--- src/rtl/bitop_pkg.sv ---
package bitop_pkg;

   typedef enum logic [3:0] {
      BOP_MOV_C_BIT = 4'd0,
      BOP_MOV_BIT_C = 4'd1,
      BOP_AND_C     = 4'd2,
      BOP_OR_C      = 4'd3,
      BOP_CLR_BIT   = 4'd4,
      BOP_SET_BIT   = 4'd5,
      BOP_INV_BIT   = 4'd6,
      BOP_CLR_C     = 4'd7,
      BOP_SET_C     = 4'd8,
      BOP_INV_C     = 4'd9,
      BOP_JMP_SET   = 4'd10,
      BOP_JMP_CLR   = 4'd11,
      BOP_JMP_TCLR  = 4'd12
   } bop_e;

   typedef enum logic [1:0] {
      ST_IDLE   = 2'd0,
      ST_FETCH  = 2'd1,
      ST_COMMIT = 2'd2
   } bop_state_e;

endpackage

--- src/rtl/bitop_byte_dec.sv ---
module bitop_byte_dec #(
   parameter int AW       = 8,
   parameter int DW       = 8,
   parameter int RAM_BASE = 32
) (
   input  logic [AW-1:0]                addr,
   output logic                         hit,
   output logic [AW-$clog2(DW)-1:0]     sel
);
   localparam int IDX_W     = $clog2(DW);
   localparam int GRP_W     = AW - 1 - IDX_W;
   localparam int RAM_BYTES = 2 ** GRP_W;

   logic [AW-1:0] off;
   logic          ram_hit;
   logic          sfr_hit;

   assign off     = addr - AW'(RAM_BASE);
   assign ram_hit = !addr[AW-1] && (addr >= AW'(RAM_BASE)) && (off < AW'(RAM_BYTES));
   assign sfr_hit = addr[AW-1] && (addr[IDX_W-1:0] == '0);
   assign hit     = ram_hit || sfr_hit;
   assign sel     = ram_hit ? {1'b0, off[GRP_W-1:0]} : {1'b1, addr[AW-2:IDX_W]};

endmodule

--- src/rtl/bitop_alu.sv ---
module bitop_alu
   import bitop_pkg::*;
#(
   parameter int DW = 8
) (
   input  logic [3:0]            op,
   input  logic [DW-1:0]         byte_in,
   input  logic [$clog2(DW)-1:0] pos,
   input  logic                  c_in,
   output logic [DW-1:0]         byte_out,
   output logic                  byte_we,
   output logic                  c_out,
   output logic                  c_we,
   output logic                  branch
);
   logic b;

   always_comb begin
      b        = byte_in[pos];
      byte_out = byte_in;
      byte_we  = 1'b0;
      c_out    = c_in;
      c_we     = 1'b0;
      branch   = 1'b0;
      case (op)
         BOP_MOV_C_BIT: begin c_out = b;          c_we = 1'b1; end
         BOP_MOV_BIT_C: begin byte_out[pos] = c_in; byte_we = 1'b1; end
         BOP_AND_C:     begin c_out = c_in & b;   c_we = 1'b1; end
         BOP_OR_C:      begin c_out = c_in | b;   c_we = 1'b1; end
         BOP_CLR_BIT:   begin byte_out[pos] = 1'b0; byte_we = 1'b1; end
         BOP_SET_BIT:   begin byte_out[pos] = 1'b1; byte_we = 1'b1; end
         BOP_INV_BIT:   begin byte_out[pos] = ~b;   byte_we = 1'b1; end
         BOP_CLR_C:     begin c_out = 1'b0;       c_we = 1'b1; end
         BOP_SET_C:     begin c_out = 1'b1;       c_we = 1'b1; end
         BOP_INV_C:     begin c_out = ~c_in;      c_we = 1'b1; end
         BOP_JMP_SET:   branch = b;
         BOP_JMP_CLR:   branch = ~b;
         BOP_JMP_TCLR:  begin
            branch        = b;
            byte_out[pos] = 1'b0;
            byte_we       = b;
         end
         default: ;
      endcase
   end

endmodule

--- src/rtl/bitop_store.sv ---
module bitop_store #(
   parameter int NB        = 32,
   parameter int DW        = 8,
   parameter int SEL_W     = 5,
   parameter int PSW_SEL   = 26,
   parameter int CARRY_BIT = 7
) (
   input  logic             clk,
   input  logic             rst_n,
   input  logic             lock,
   input  logic             ext_we,
   input  logic             ext_hit,
   input  logic [SEL_W-1:0] ext_sel,
   input  logic [DW-1:0]    ext_wdata,
   input  logic             rd_hit,
   input  logic [SEL_W-1:0] rd_sel,
   output logic [DW-1:0]    rd_data,
   input  logic [SEL_W-1:0] core_sel,
   output logic [DW-1:0]    core_rdata,
   input  logic             core_we,
   input  logic [DW-1:0]    core_wdata,
   input  logic             carry_we,
   input  logic             carry_val,
   output logic             carry_o
);
   logic [NB-1:0][DW-1:0] mem_q;

   always_ff @(posedge clk or negedge rst_n) begin
      if (!rst_n) begin
         mem_q <= '0;
      end else begin
         for (int i = 0; i < NB; i++) begin
            if (core_we && core_sel == SEL_W'(i))
               mem_q[i] <= core_wdata;
            else if (ext_we && ext_hit && !lock && ext_sel == SEL_W'(i))
               mem_q[i] <= ext_wdata;
            if (i == PSW_SEL && carry_we)
               mem_q[i][CARRY_BIT] <= carry_val;
         end
      end
   end

   assign rd_data    = rd_hit ? mem_q[rd_sel] : '0;
   assign core_rdata = mem_q[core_sel];
   assign carry_o    = mem_q[PSW_SEL][CARRY_BIT];

   // while an operation holds the store and is not committing, nothing moves
   assert_store_locked_R13: assert property (@(posedge clk) disable iff (!rst_n)
      (lock && !core_we && !carry_we) |=> $stable(mem_q));

endmodule

--- src/rtl/bitop_unit.sv ---
module bitop_unit
   import bitop_pkg::*;
#(
   parameter int            AW        = 8,
   parameter int            DW        = 8,
   parameter int            RAM_BASE  = 32,
   parameter logic [AW-1:0] PSW_ADDR  = 8'hD0,
   parameter int            CARRY_BIT = 7
) (
   input  logic          clk,
   input  logic          rst_n,
   input  logic          start,
   input  logic [3:0]    op,
   input  logic [AW-1:0] bit_addr,
   input  logic          byte_we,
   input  logic [AW-1:0] byte_waddr,
   input  logic [DW-1:0] byte_wdata,
   input  logic [AW-1:0] byte_raddr,
   output logic [DW-1:0] byte_rdata,
   output logic          carry,
   output logic          branch_taken,
   output logic          busy,
   output logic          done
);
   localparam int IDX_W     = $clog2(DW);
   localparam int GRP_W     = AW - 1 - IDX_W;
   localparam int SEL_W     = GRP_W + 1;
   localparam int NB        = 2 ** SEL_W;
   localparam int RAM_BYTES = 2 ** GRP_W;
   localparam int PSW_SEL   = int'({1'b1, PSW_ADDR[AW-2:IDX_W]});

   if (DW != 2 ** IDX_W) begin : g_bad_dw
      $error("data width must be a power of two");
   end
   if (!PSW_ADDR[AW-1] || PSW_ADDR[IDX_W-1:0] != '0) begin : g_bad_psw
      $error("status word must sit on a bit-addressable register address");
   end
   if (RAM_BASE + RAM_BYTES > 2 ** (AW - 1)) begin : g_bad_ram
      $error("RAM window must lie in the lower half of the byte space");
   end
   if (CARRY_BIT >= DW) begin : g_bad_carry
      $error("carry bit position out of range");
   end

   bop_state_e           state_q;
   logic [3:0]           op_q;
   logic [AW-1:0]        addr_q;
   logic [DW-1:0]        byte_q;
   logic                 c_q;
   logic                 branch_q;
   logic                 done_q;

   logic [SEL_W-1:0]     bit_sel;
   logic [IDX_W-1:0]     bit_pos;
   logic [DW-1:0]        fetch_byte;
   logic [DW-1:0]        new_byte;
   logic                 new_byte_we;
   logic                 new_c;
   logic                 new_c_we;
   logic                 new_branch;
   logic                 commit;
   logic                 accept;
   logic                 is_jump;

   logic [1:0][AW-1:0]    dec_addr;
   logic [1:0]            dec_hit;
   logic [1:0][SEL_W-1:0] dec_sel;

   assign dec_addr[0] = byte_waddr;
   assign dec_addr[1] = byte_raddr;

   for (genvar g = 0; g < 2; g++) begin : g_dec
      bitop_byte_dec #(.AW(AW), .DW(DW), .RAM_BASE(RAM_BASE)) u_dec (
         .addr (dec_addr[g]),
         .hit  (dec_hit[g]),
         .sel  (dec_sel[g])
      );
   end

   assign bit_sel = {addr_q[AW-1], addr_q[AW-2:IDX_W]};
   assign bit_pos = addr_q[IDX_W-1:0];
   assign accept  = start && (state_q == ST_IDLE);
   assign commit  = (state_q == ST_COMMIT);
   assign is_jump = (op_q == BOP_JMP_SET) || (op_q == BOP_JMP_CLR) || (op_q == BOP_JMP_TCLR);

   always_ff @(posedge clk or negedge rst_n) begin
      if (!rst_n) begin
         state_q  <= ST_IDLE;
         op_q     <= '0;
         addr_q   <= '0;
         byte_q   <= '0;
         c_q      <= 1'b0;
         branch_q <= 1'b0;
         done_q   <= 1'b0;
      end else begin
         done_q <= 1'b0;
         case (state_q)
            ST_IDLE: if (accept) begin
               op_q    <= op;
               addr_q  <= bit_addr;
               state_q <= ST_FETCH;
            end
            ST_FETCH: begin
               byte_q  <= fetch_byte;
               c_q     <= carry;
               state_q <= ST_COMMIT;
            end
            ST_COMMIT: begin
               branch_q <= new_branch;
               done_q   <= 1'b1;
               state_q  <= ST_IDLE;
            end
            default: state_q <= ST_IDLE;
         endcase
      end
   end

   bitop_alu #(.DW(DW)) u_alu (
      .op       (op_q),
      .byte_in  (byte_q),
      .pos      (bit_pos),
      .c_in     (c_q),
      .byte_out (new_byte),
      .byte_we  (new_byte_we),
      .c_out    (new_c),
      .c_we     (new_c_we),
      .branch   (new_branch)
   );

   bitop_store #(
      .NB(NB), .DW(DW), .SEL_W(SEL_W), .PSW_SEL(PSW_SEL), .CARRY_BIT(CARRY_BIT)
   ) u_store (
      .clk        (clk),
      .rst_n      (rst_n),
      .lock       (busy),
      .ext_we     (byte_we),
      .ext_hit    (dec_hit[0]),
      .ext_sel    (dec_sel[0]),
      .ext_wdata  (byte_wdata),
      .rd_hit     (dec_hit[1]),
      .rd_sel     (dec_sel[1]),
      .rd_data    (byte_rdata),
      .core_sel   (bit_sel),
      .core_rdata (fetch_byte),
      .core_we    (commit && new_byte_we),
      .core_wdata (new_byte),
      .carry_we   (commit && new_c_we),
      .carry_val  (new_c),
      .carry_o    (carry)
   );

   assign busy         = (state_q != ST_IDLE);
   assign branch_taken = branch_q;
   assign done         = done_q;

   // an accepted strobe makes the unit busy and completes three edges later
   assert_accept_busy_R4: assert property (@(posedge clk) disable iff (!rst_n)
      accept |=> busy);
   assert_done_latency_R4: assert property (@(posedge clk) disable iff (!rst_n)
      accept |-> ##3 done);

   // the write-back differs from the fetched byte in at most the addressed bit
   assert_single_bit_R8: assert property (@(posedge clk) disable iff (!rst_n)
      commit |-> ($countones(new_byte ^ byte_q) <= 1));

   // a commit that neither writes carry nor touches the status byte keeps carry
   assert_carry_hold_R9: assert property (@(posedge clk) disable iff (!rst_n)
      (commit && !new_c_we && !(new_byte_we && bit_sel == SEL_W'(PSW_SEL))) |=> $stable(carry));

   // non-jump operations leave the branch flag low
   assert_branch_jump_only_R10: assert property (@(posedge clk) disable iff (!rst_n)
      (commit && !is_jump) |=> !branch_taken);

endmodule

--- config.mk ---
export PLATFORM = sky130hd
export DESIGN_NAME = bitop_unit
export DESIGN_NICKNAME = d
export VERILOG_FILES = /design/src/rtl/bitop_pkg.sv /design/src/rtl/bitop_byte_dec.sv /design/src/rtl/bitop_alu.sv /design/src/rtl/bitop_store.sv /design/src/rtl/bitop_unit.sv
export SDC_FILE = /design/constraint.sdc
export NUM_CORES = 1
export LEC_CHECK = 0
export BUFFER_PORTS_ARGS = -buffer_cell sky130_fd_sc_hd__clkbuf_2
export CORE_AREA = 2 2 251 314
export CTS_BUF_LIST = sky130_fd_sc_hd__clkbuf_2
export CTS_CLUSTER_DIAMETER = 200
export DETAILED_ROUTE_END_ITERATION = 8
export DIE_AREA = 0 0 253 316
export SYNTH_ARGS = -nofsm -noshare
export SYNTH_HDL_FRONTEND = slang
export SYNTH_SLANG_ARGS = --single-unit
--- constraint.sdc ---
create_clock -name clk -period 4.9 [get_ports clk]
set_input_delay 0.98 -clock clk [delete_from_list [all_inputs] [get_ports clk]]
set_output_delay 0.98 -clock clk [all_outputs]
set_load 0.03 [all_outputs]
== Yosys cells after proc, flatten, opt, wreduce, memory -nomap -nowiden ==
Index checks and enable logic that the tools add are counted.
Operators by class
  equal/unequal tests: 77
  bitwise operators: 7
  order comparisons: 8
  reductions and logical operators: 126
  muxes and demuxes: 86
  $add $sub $neg: 2
Operator list (number)
  $mux 8: 67
  $eq 5x5->1 const B: 32
  $bmux 8 s5: 2
  $eq 5x4->1 const B: 16
  $logic_and 1x1->1: 76
  $reduce_bool 2->1: 33
  $eq 5x3->1 const B: 8
  $pmux 8 s4: 1
  $eq 4x4->1 const B: 5
  $eq 5x2->1 const B: 4
  $bwmux 8: 2
  $eq 4x3->1 const B: 4
  $ge 8x6->1 const B: 2
  $lt 8x5->1 const B: 2
  $sub 8x6->8 const B: 2
  $lt 5x6->1 const B: 2
  $eq 5x1->1 const B: 2
  $logic_not 5->1: 2
  $mux 5: 2
  $and 8x8->8: 1
  $eq 4x2->1 const B: 2
  $not 8->8: 1
  $or 8x8->8: 1
  $logic_not 3->1: 2
  25 further kinds: 35
Storage, ports and cells
  word-level logic and storage cells: 346
  input port bits: 40
  output and inout port bits: 12
  register bits after elaboration: 281

== Logic depth before layout (Yosys ltp) ==
  word-level depth: 10
  depth in mapped cells: 14
  gate-level depth less buffers: 9

== Modules after synthesis ==
Synthesis repeated with hierarchy kept, for this count alone.
Second synthesis, totals
  cell total of the unflattened synthesis: 1641
  area, all modules: 17959.7 um2
By module, submodules not included
  bitop_store: seq. area each 6406.1 um2, cells an instance 1494, instances 1, area an instance 16311.9 um2
  bitop_unit: seq. area each 625.6 um2, cells an instance 56, instances 1, area an instance 948.4 um2
  bitop_alu: seq. area each 0.0 um2, cells an instance 69, instances 1, area an instance 481.7 um2
  bitop_byte_dec: seq. area each 0.0 um2, cells an instance 11, instances 2, area an instance 108.9 um2

== Worst setup path before layout ==
Ideal clock, no wire load.
  kind: input to output
  start: input port byte_raddr[5]
  end: output port byte_rdata[3]
  arrival: 3452 ps
  required time: 3920 ps
  path buffers: 4
  stages: 13
  setup slack: 468 ps
  cell sequence: inv_1 ha_1 and3b_1 clkbuf_1 a21bo_2 nand2_1 buf_4 buf_4 buf_4 nand2_1 nand3_1 a32oi_1 o2111ai_1
Between the ends
  cells in the longest elaborated chain, start to end: 7
  elaborated cells between the ends (all ways): 10
  classes of those cells: add/sub (1); order compare (2); mux (4); reduce/logical (3)
Ends and longest elaborated chain
  from (decl): line bitop_unit.sv:18  | input logic [AW-1:0] byte_raddr,
  $sub 8x6->8 / $ge 8x6->1 (equally long branches): line bitop_byte_dec.sv:18, bitop_byte_dec.sv:19
  $lt 8x5->1 / $logic_and 1x1->1 (equally long branches): line bitop_byte_dec.sv:19  | assign ram_hit = !addr[AW-1] && (addr >= AW'(RAM_BASE)) && (off < AW'(RAM_BYTES));
  $logic_and 1x1->1: line bitop_byte_dec.sv:19
  $mux 5: line bitop_byte_dec.sv:22  | assign sel = ram_hit ? {1'b0, off[GRP_W-1:0]} : {1'b1, addr[AW-2:IDX_W]};
  $bmux 8 s5: line bitop_store.sv:43  | assign rd_data = rd_hit ? mem_q[rd_sel] : '0;
  $mux 8 (implied by the code): line bitop_store.sv:43
  $mux 8 *: line bitop_store.sv:43
  to (decl): line bitop_unit.sv:19  | output logic [DW-1:0] byte_rdata,
Every way passes the cells marked *; elsewhere a longest branch is shown, timed or not. The select of a mux whose other input is x is not followed.

== Final worst setup path ==
  start: input port byte_raddr[5]
  end: output port byte_rdata[7]
The elaborated chain is that of the path after synthesis.

==> qor.yml <==
synth_warnings: 0
hpwl_um: 46300
cp-start-kind: "input port"
synth_compound_area_share_pct: 13.5
h-tree-depth: 3
clockRootBuffer: "clkbuf_2"
reg2regPathDepth: 8
antenna_found_initial: 9
synth_seq_cells: 281
coreArea_um2: 77000
die_y_um: 316
drive_gt1_share_pct: 22.5
path_buf_inv: 5
tritoncts: "built"
fin_tns_setup_ns: 0
cts_buffers: 74
wl_per_cell_um: 23.1
cts.clk_slew.worst_paths_ns: 0.11
yosysSeqAreaShare_pct: 38.4
critPathMaxStageDelay_ns: 0.51
p_leak_nw: 8.12
final_core_util_pct: 26.6
grt_usage_pct: 16.9
pwr_density_cell_nw_per_um2: 409
crit_chain: "clkbuf_2 > inv_1 > ha_1 > and3b_1 > a21bo_2 > nand2_4 > buf_8 > buf_6 > mux4_2 > nand2_1 > nor3b_2 > nand4_1 > buf_2"
vias_per_cell: 5.35
synthMuxAreaShare_pct: 27.7
wl_um: 67700
fin_skew_ns: 0.0969
ir_drop_uv: 227
cp_slowest_cell: "mux4_2"
outcome: "finished clean"
ant_nets: 0
worst_pin_slew_ns: 1.16
netlist_instances: 1868
cp_data_required_time_ns: 3.92
drt_iter0_markers: 1749
finalWeightedCongestion: 0.956
syn2layout_area_growth_pct: 12.0
fill_cells: 8205
grt_max_degree: 112
synth_adder_area_share_pct: 0.137
total_power_mw: 8.39
critical_path_depth: 13
dp_cells: 2803
syn-cell-area_um2: 18300
die-width_um: 253
hold_class: "input port to async pin"
synthFlopType: "dfrtp_1"
initial_core_util_pct: 23.8
cp_max_fo: 16
io_pins: 52
drc: 0
finalCriticalPeriod_ns: 4.84
ys_types: 82
finalSetupViolations: 0
postSynth.asyncResetShare_pct: 100
grt.overflow.total: 0
layout_common_cells: "dfrtp_1, mux2i_1, nand2_1"
syn_area_per_cell_um2: 9.81
clkLatencyLatePin_ns: 1.02
critPathTopFamily: "buffers and inverters"
path_class: "input port to output pin"
dieArea_um2: 79900
arrival_ns: 3.86
clkSinkCount: 281
grt_pass1_wl_um: 102000
final_common_cell: "dfrtp_1"
dr.pass1.iters: 6
fin_crit_sh_pct: 98.8
endpoint_kind: "output pin"
slew_headroom_pct: 22.7
layout.cells.non_filler: 2934
rows: 114
final_nets: 1937
synth_top_family_by_area: "multiplexers"
first_global_vias: 15400
maxSlewViolCount: 0
vias: 15700
clock_path_buffers: 3
clock.fmax_mhz: 207
maxCapViolCount: 0
hold_violations: 0
portBuffers: 51
synth_edf_count: 0
rsz0062_at_grt: "yes"
synth_xor_area_share_pct: 0.0478
syn_nets: 1910
synthSimpleGateAreaFrac_pct: 15.5
worst paths after layout:
| path | slack [ns] | from | endpoint |
|---|---|---|---|
| min in group clk | 0.21 | bit_addr[4] | addr_q[4] |
| worst max register to register | 1.13 | addr_q[0] | u_store.mem_q[231] |
| worst max-delay path | 0.06 | byte_raddr[5] | byte_rdata[7] |
| max in group asynchronous | 3.78 | rst_n | u_store.mem_q[246] |
| worst min-delay path | 0.01 | rst_n | u_store.carry_o |
| worst min register to register | 0.49 | branch_taken | branch_taken |
synth_stat cells, types with 3 or more instances:
cell       number  share of area (%)
nor3_1         13               0.36
buf_4           8               0.33
nor2_1        184                3.8
buf_6           5               0.31
clkbuf_1       95                1.9
or3_1           4               0.14
nand2_1       201                4.1
o21ai_1        13               0.36
buf_2          57                1.6
and3b_1         3               0.14
o41a_1          3               0.18
o21ai_0        79                2.2
and3_1         20               0.68
buf_1          15               0.31
nor3b_1        11               0.45
dfrtp_1       281                 38
mux2i_1       245                 13
mux2_2         30                1.8
nor2_2          8               0.27
nor3_2          3               0.16
o211ai_1        6               0.25
o22ai_1        10               0.34
nand2b_1        8               0.27
nor2b_1        22               0.75
mux4_2         95                 12
o2111ai_1       8               0.38
a211oi_1       29                1.2
a31oi_1        21               0.72
or2_2           6               0.20
o21ai_2         3               0.14
a21o_1          6               0.25
nand3b_1        6               0.25
nand3_1        80                2.2
nor4_1          4               0.14
a221o_1         7               0.38
and2_1          9               0.31
nand4_1         9               0.31
a31o_2          3               0.14
a21oi_1       183                5.0
inv_1          13               0.27
mux2_1          5               0.31
a22oi_1         5               0.20
mux2_4          6               0.49
where the power goes:
group / switching [mW] / internal (mW) / leakage (nW)
combinational: 1.77 / 1.32 / 4.78
clock: 1.06 / 0.622 / 0.490
sequential: 0.731 / 2.88 / 2.86
registers in the layout, summed over array words and instances, names as in the netlist:
| signal | count |
|---|---|
| op_q | 4 |
| done | 1 |
| byte_q | 8 |
| u_store.mem_q | 255 |
| state_q | 2 |
| u_store.carry_o | 1 |
| branch_taken | 1 |
| addr_q | 8 |
| c_q | 1 |
cells by family (layout without fill, tap and decap cells):
group / after synthesis / in the layout
xor+xnor: 1 / 1
compound gates: 402 / 402
simple gates: 608 / 608
other cells: 0 / 5
fa+ha+maj: 2 / 2
buf+inv: 193 / 268
mux: 381 / 381
flops: 281 / 281
timing repair:
action | in CTS | in global routing
setup endpoints to repair | 8 | 8
pin swaps | 1 | 5
buffers inserted | 0 | 2
endpoints found under the hold margin | 0 | 0
resized for setup | 15 | 17
hold buffers | 0 | 0
final cells by class:
cell class	count	area [um^2]	share of cell area, %
Clock inverter	19	104	0.506
Antenna cell	5	12.5	0.0610
Inverter	13	48.8	0.238
Sequential cell	281	7040	34.3
Timing Repair Buffer	131	945	4.60
Clock buffer	105	526	2.56
Tap cell	986	1230	6.01
Multi-Input combinational cell	1394	10600	51.7
metrics by stage:
step                      area, um^2  hold slack, ns  worst slack (ns)
final                          20500          0.0147            0.0599
after global routing           20500          0.0550           -0.0775
after CTS                      20400          0.0445            0.0216
after detailed placement       19700           0.470            -0.439
after global placement         19700           0.467            -0.463
after floorplan                18300           0.464             0.468
metal layers:
metal	routed length (um)	track usage [%]
met5	77	0
met4	3340	8.77
met3	6310	4.12
met2	31500	27.3
met1	26400	21.0
Note: power is estimated with default switching activity, not from simulation.
